[config.mk]
export PLATFORM = sky130hd
export DESIGN_NAME = mcast_hash_filter
export DESIGN_NICKNAME = d
export VERILOG_FILES = /design/src/rtl/mhf_pkg.sv /design/src/rtl/mhf_hash_lookup.sv /design/src/rtl/mhf_exact_match.sv /design/src/rtl/mcast_hash_filter.sv
export SDC_FILE = /design/constraint.sdc
export NUM_CORES = 1
export LEC_CHECK = 0
export BUFFER_PORTS_ARGS = -buffer_cell sky130_fd_sc_hd__buf_4
export CAP_MARGIN = 20
export CORE_ASPECT_RATIO = 0.7
export CORE_MARGIN = 2
export CORE_UTILIZATION = 57
export DETAILED_ROUTE_END_ITERATION = 6
export GPL_TIMING_DRIVEN = 0
export PLACE_DENSITY_LB_ADDON = 0.1
export REMOVE_ABC_BUFFERS = 1
export SLEW_MARGIN = 20
export SYNTH_ARGS = -nofsm -noshare
export SYNTH_HDL_FRONTEND = slang
export SYNTH_SLANG_ARGS = --single-unit
[constraint.sdc]
create_clock -name clk -period 8.5 [get_ports clk]
set_input_delay 0.425 -clock clk [delete_from_list [all_inputs] [get_ports clk]]
set_output_delay 0.425 -clock clk [all_outputs]
set_load 0.01 [all_outputs]
[src/rtl/mhf_pkg.sv]
package mhf_pkg;

    localparam logic [31:0] CRC_POLY_REFL = 32'hEDB88320;
    localparam int          ADDR_BYTES    = 6;

    // Mode word, bit 0 at the bottom
    typedef struct packed {
        logic bcast_rej;    // bit 4
        logic hash_or_ex;   // bit 3
        logic hash_en;      // bit 2
        logic pass_mc;      // bit 1
        logic promisc;      // bit 0
    } mode_t;

    // One byte through the reflected CRC-32, LSB first
    function automatic logic [31:0] crc_feed_byte(input logic [31:0] c, input logic [7:0] b);
        logic [31:0] r;
        logic        fb;
        r = c;
        for (int i = 0; i < 8; i++) begin
            fb = r[0] ^ b[i];
            r  = r >> 1;
            if (fb) r = r ^ CRC_POLY_REFL;
        end
        return r;
    endfunction

endpackage

[src/rtl/mhf_hash_lookup.sv]
module mhf_hash_lookup #(
    parameter int HASH_BINS = 64,
    localparam int IDX_W    = $clog2(HASH_BINS),
    localparam int WORDS    = HASH_BINS / 32
) (
    input  logic [IDX_W-1:0]     crc_low,
    input  logic [HASH_BINS-1:0] table_bits,
    output logic                 hit
);
    // Complement then reverse: bin bit k is the inverse of crc bit IDX_W-1-k
    logic [IDX_W-1:0]      bin;
    logic [WORDS-1:0][31:0] words;
    logic [31:0]           sel_word;

    always_comb begin
        for (int k = 0; k < IDX_W; k++) begin
            bin[k] = ~crc_low[IDX_W-1-k];
        end
    end

    assign words    = table_bits;
    assign sel_word = words[bin[IDX_W-1:5]];
    assign hit      = sel_word[bin[4:0]];

endmodule

[src/rtl/mhf_exact_match.sv]
module mhf_exact_match #(
    parameter int N_ENTRIES = 4
) (
    input  logic [N_ENTRIES-1:0][47:0] entries,
    input  logic [47:0]                dst,
    output logic                       hit
);
    logic [N_ENTRIES-1:0] match;

    for (genvar k = 0; k < N_ENTRIES; k++) begin : g_ent
        if (k == 0) begin : g_primary
            assign match[k] = (entries[k] == dst);
        end else begin : g_other
            assign match[k] = (|entries[k]) && (entries[k] == dst);
        end
    end

    assign hit = |match;

endmodule

[src/rtl/mcast_hash_filter.sv]
module mcast_hash_filter
    import mhf_pkg::*;
#(
    parameter int          HASH_BINS   = 64,
    parameter int          N_PERFECT   = 4,
    parameter logic [47:0] PRIMARY_MAC = 48'hCCBBAA000002
) (
    input  logic        clk,
    input  logic        rst_n,
    input  logic        rx_sof,
    input  logic        rx_valid,
    input  logic [7:0]  rx_data,
    input  logic        wr_en,
    input  logic [8:0]  wr_addr,
    input  logic [31:0] wr_data,
    output logic        res_valid,
    output logic        res_accept
);
    localparam int IDX_W      = $clog2(HASH_BINS);
    localparam int HASH_WORDS = HASH_BINS / 32;
    localparam int LAST_POS   = ADDR_BYTES - 1;

    typedef struct packed {
        mode_t                      mode_sh;
        mode_t                      mode_act;
        logic [HASH_BINS-1:0]       hash_sh;
        logic [HASH_BINS-1:0]       hash_act;
        logic [N_PERFECT-1:0][47:0] ent_sh;
        logic [N_PERFECT-1:0][47:0] ent_act;
        logic                       busy;
        logic [2:0]                 cnt;
        logic [31:0]                crc;
        logic [47:0]                dst;
        logic                       res_valid;
        logic                       res_accept;
    } state_t;

    state_t s_d, s_q;

    logic [2:0]  pos;
    logic [31:0] crc_nx;
    logic [47:0] dst_nx;
    logic        hash_hit;
    logic        exact_hit;
    logic        verdict;

    // Next CRC and address with the incoming byte folded in
    always_comb begin
        pos    = rx_sof ? 3'd0 : s_q.cnt;
        crc_nx = crc_feed_byte(rx_sof ? 32'hFFFF_FFFF : s_q.crc, rx_data);
        dst_nx = rx_sof ? 48'h0 : s_q.dst;
        for (int k = 0; k < ADDR_BYTES; k++) begin
            if (pos == 3'(k)) dst_nx[8*k +: 8] = rx_data;
        end
    end

    mhf_hash_lookup #(.HASH_BINS(HASH_BINS)) u_hash (
        .crc_low   (crc_nx[IDX_W-1:0]),
        .table_bits(s_q.hash_act),
        .hit       (hash_hit)
    );

    mhf_exact_match #(.N_ENTRIES(N_PERFECT)) u_exact (
        .entries(s_q.ent_act),
        .dst    (dst_nx),
        .hit    (exact_hit)
    );

    // Verdict for the address completed by this byte
    always_comb begin
        if (s_q.mode_act.promisc) begin
            verdict = 1'b1;
        end else if (&dst_nx) begin
            verdict = !s_q.mode_act.bcast_rej;
        end else if (dst_nx[0]) begin
            if (s_q.mode_act.pass_mc)      verdict = 1'b1;
            else if (s_q.mode_act.hash_en) verdict = hash_hit || (s_q.mode_act.hash_or_ex && exact_hit);
            else                           verdict = exact_hit;
        end else begin
            verdict = exact_hit;
        end
    end

    always_comb begin
        s_d            = s_q;
        s_d.res_valid  = 1'b0;
        s_d.res_accept = 1'b0;

        if (wr_en) begin
            if (wr_addr == 9'h000) s_d.mode_sh = mode_t'(wr_data[4:0]);
            for (int i = 0; i < HASH_WORDS; i++) begin
                if (wr_addr == 9'(16 + i)) s_d.hash_sh[32*i +: 32] = wr_data;
            end
            for (int k = 0; k < N_PERFECT; k++) begin
                if (wr_addr[8] && wr_addr[7:1] == 7'(k)) begin
                    if (wr_addr[0]) s_d.ent_sh[k][47:32] = wr_data[15:0];
                    else            s_d.ent_sh[k][31:0]  = wr_data;
                end
            end
        end

        if (rx_valid && rx_sof) begin
            s_d.mode_act = s_q.mode_sh;
            s_d.hash_act = s_q.hash_sh;
            s_d.ent_act  = s_q.ent_sh;
            s_d.crc      = crc_nx;
            s_d.dst      = dst_nx;
            s_d.cnt      = 3'd1;
            s_d.busy     = 1'b1;
        end else if (rx_valid && s_q.busy) begin
            s_d.crc = crc_nx;
            s_d.dst = dst_nx;
            s_d.cnt = s_q.cnt + 3'd1;
            if (s_q.cnt == 3'(LAST_POS)) begin
                s_d.busy       = 1'b0;
                s_d.res_valid  = 1'b1;
                s_d.res_accept = verdict;
            end
        end
    end

    always_ff @(posedge clk or negedge rst_n) begin
        if (!rst_n) begin
            s_q            <= '0;
            s_q.ent_sh[0]  <= PRIMARY_MAC;
            s_q.ent_act[0] <= PRIMARY_MAC;
        end else begin
            s_q <= s_d;
        end
    end

    assign res_valid  = s_q.res_valid;
    assign res_accept = s_q.res_accept;

endmodule

==> results.md <==
- Status: finished clean
- Met1 Use GR: 48.18%
- Worst setup margin: 3608 ps
- Total Power: 8.302 mW
- CORE AREA: 48120 sq um
- Pre-CTS setup slack: 3545 ps
- Initial antenna violation count: 2
- Post-synthesis sequential area ratio: 54.64%
- Synth Register Bits: 608
- Worst-path fanout max: 21
- Synth top area share: 51.82%
- Post-synth ARST share: 100.0%
- CTS tree: yes
- Layout cells sized above 1: 38.82%
- # DRC: 0
- Largest net degree at the start of global routing: 107
- Critical path type: reg2reg
- Worst Setup End Kind: flop
- PD cells: 265.1 nW/um^2
- Global-route wire length before repair: 114800 um
- Clock sinks: 608
- 1st-iter DRT viols: 1659
- RSZ-0062 raised after global routing: false
- Hold Path Class: in2reg
- Die width: 268.5 um
- Grt total ovfl: 0
- Post-CTS Setup Bufs: 0
- Vias in the first global route: 17483
- Netlist cell types: 63
- Worst slew margin: 14.72%
- Final GP Congestion: 0.9705
- GRT busiest layer: met1
- Area leader, netlist: dfrtp_1
- Leak pwr: 15.19 nW
- Worst slew pin tran: 1274 ps
- Vias/cell: 6.125
- Multi-input logic area: 12290 sq um
- Worst path required time: 9050 ps
- Row count: 67
- DP HPWL: 54190 um
- DRT Pass-1 Iters: 7
- Setup violators final: 0
- CTS clk-pin slew, worst paths: 60 ps
- Starting density of the core: 58.01%
- Clk_lat worst skew: 630 ps
- Count of max-cap constraint violations: 0
- Die ar.: 50780 sq um
- Final cycle utilization of the critical path: 57.55%
- Chip height: 189.1 um
- Startpoint Class: flop
- Number of synthesized flops with an enable pin: 0
- Storage cell area: 15250 sq um
- Syn avg cell area: 13.62 sq um
- Cells after Synth: 2049
- Synth Flop Type: dfrtp_1
- Met2 Track Usage GR: 44.14%
- Port Buffer Count: 55
- Fill cell count: 3580
- CTS max path bufs: 3
- Antenna-violating nets left: 0
- Final Hold Violating Endpoints: 0
- Slew Viols, Final: 0
- Vias: 17058
- Synthesized area: 27910 sq um
- Syn-to-layout area delta: 12.22%
- F_max: 0.2044 GHz
- Final wirelength: 76510 um
- Gr usage total: 31.09%
- H-tree depth: 2
- Layout Nets: 2135
- Arrival @ worst endpoint: 5450 ps
- Met3 usage: 6.542%
- Setup Skew: 14.05 ps
- WL/cell: 27.47 um
- Yosys warns: 0
- Clk root buf: clkbuf_16
- Max rail drop VDD: 0.0002097 V
- I/O pins: 56
- CTS Buf Count: 57
- Minimum clock period: 4892 ps
- Synth top area cells: dfrtp_1, mux2_2, xnor2_1, dfstp_2, xor2_1
synth_stat cells, types with 2 or more instances:
| library cell | number |
|---|---|
| mux2i_1 | 50 |
| buf_2 | 15 |
| o21ai_0 | 43 |
| xnor2_2 | 4 |
| ha_1 | 2 |
| o21ai_1 | 2 |
| nor4_1 | 60 |
| inv_1 | 8 |
| nand3b_2 | 2 |
| xnor2_4 | 2 |
| nand4_1 | 56 |
| nor3b_1 | 3 |
| buf_1 | 22 |
| nor3_1 | 10 |
| nor2b_1 | 2 |
| o22ai_1 | 5 |
| nor2_1 | 39 |
| o211ai_1 | 8 |
| nand2b_1 | 57 |
| nand2_1 | 59 |
| or4b_1 | 4 |
| a221o_1 | 2 |
| and3b_1 | 5 |
| clkbuf_1 | 71 |
| o31ai_1 | 2 |
| xor2_1 | 77 |
| mux2_2 | 570 |
| dfrtp_1 | 578 |
| mux4_1 | 6 |
| buf_6 | 3 |
| a31oi_1 | 7 |
| or3b_1 | 3 |
| xnor2_1 | 190 |
| nor4bb_1 | 2 |
| dfstp_2 | 30 |
| or4b_2 | 4 |
| a21oi_1 | 5 |
| or4_1 | 2 |
| o221ai_1 | 3 |
| nand3_1 | 8 |
| mux4_2 | 6 |
cells by family after synthesis:
kind of cell / after synthesis / share of synthesized area (%)
compound gates: 83 / 1.802
xor+xnor: 275 / 8.965
fa+ha+maj: 2 / 0.08964
buf+inv: 122 / 1.851
simple gates: 326 / 6.720
mux: 633 / 25.93
flops: 608 / 54.64
layout by cell type (no fill, tap or decap), drive strengths merged, types with 4 or more instances in the layout:
cell type    n
a21oi        5
a31oi        7
and3b        5
buf         84
bufinv       4
clkbuf      87
clkinv      16
dfrtp      578
dfstp       30
inv          9
mux2       570
mux2i       50
mux4        13
nand2       59
nand2b      57
nand3        8
nand4       56
nor2        41
nor3        11
nor3b        4
nor4        60
o211ai       8
o21ai       45
o22ai        5
or4b         8
xnor2      196
xor2        79
cell type report:
cell class	instances	area share [%]
flip-flops and latches	608	48.69
well taps	655	2.616
diodes	2	0.01598
inverters	8	0.09587
multi-input cells	1319	39.25
clock buffers	87	5.233
clock inverters	21	0.8309
repair buffers	85	3.264
power by group:
part | switching (mW) | total [mW] | leakage, nW | internal, mW
registers | 0.204 | 3.32 | 8.25 | 3.12
logic | 1.40 | 2.38 | 6.00 | 0.982
clock network | 1.14 | 2.60 | 0.938 | 1.46
through the flow:
stage               TNS [ps]  cells  instance area [sq um]  utilization, %  hold slack [ps]
floorplan                  0   1935                  27430               -            129.4
global placement     -717190   2645                  28660           59.56            462.3
detailed placement         0   2674                  29400           61.10            407.0
CTS                        0   2783                  31310           65.07            57.29
global route               0   2783                  31320           65.08            62.75
finish                     0   2785                  31320           65.09            78.15
per-layer routing:
metal / wire, um / vias to the layer above
li1: - / 7371
met1: 36190 / 9082
met2: 32620 / 491
met3: 5667 / 112
met4: 2025 / 2
met5: 17 / -
sequential cells by signal, summed over array words and instances (netlist names):
register and flops:
res_valid 1, s_q 606, res_accept 1
repair_timing:
item	CTS	global route
hold endpoints to repair	63	0
hold buffers	1	0
resized for setup	0	0
worst max-delay path, cell delays in order, from the launching register on:
cell	delay (ps)
dfrtp_1	790
or3b_1	700
mux2i_1	860
xnor2_1	210
nand4_1	420
nor4_1	770
nand3_1	210
o31ai_1	140
o22ai_1	140
a31oi_1	340
a31o_1	220
path summary, 6_finish.rpt:
kind / slack [ps] / end / depth (start not counted) / from
min: 80 / s_q[595]$_DFFE_PN0P_ / 2 / wr_data[29]
min reg2reg: 480 / s_q[71]$_DFFE_PN0P_ / 2 / s_q[71]$_DFFE_PN0P_
max: 3610 / res_accept$_DFF_PN0_ / 10 / s_q[83]$_DFFE_PN0P_
min in group asynchronous: 330 / s_q[562]$_DFFE_PN0P_ / 2 / rst_n
max in group asynchronous: 6800 / s_q[122]$_DFFE_PN1P_ / 4 / rst_n
max reg2reg: 3610 / res_accept$_DFF_PN0_ / 10 / s_q[83]$_DFFE_PN0P_
(Power assumes the default switching activity.)
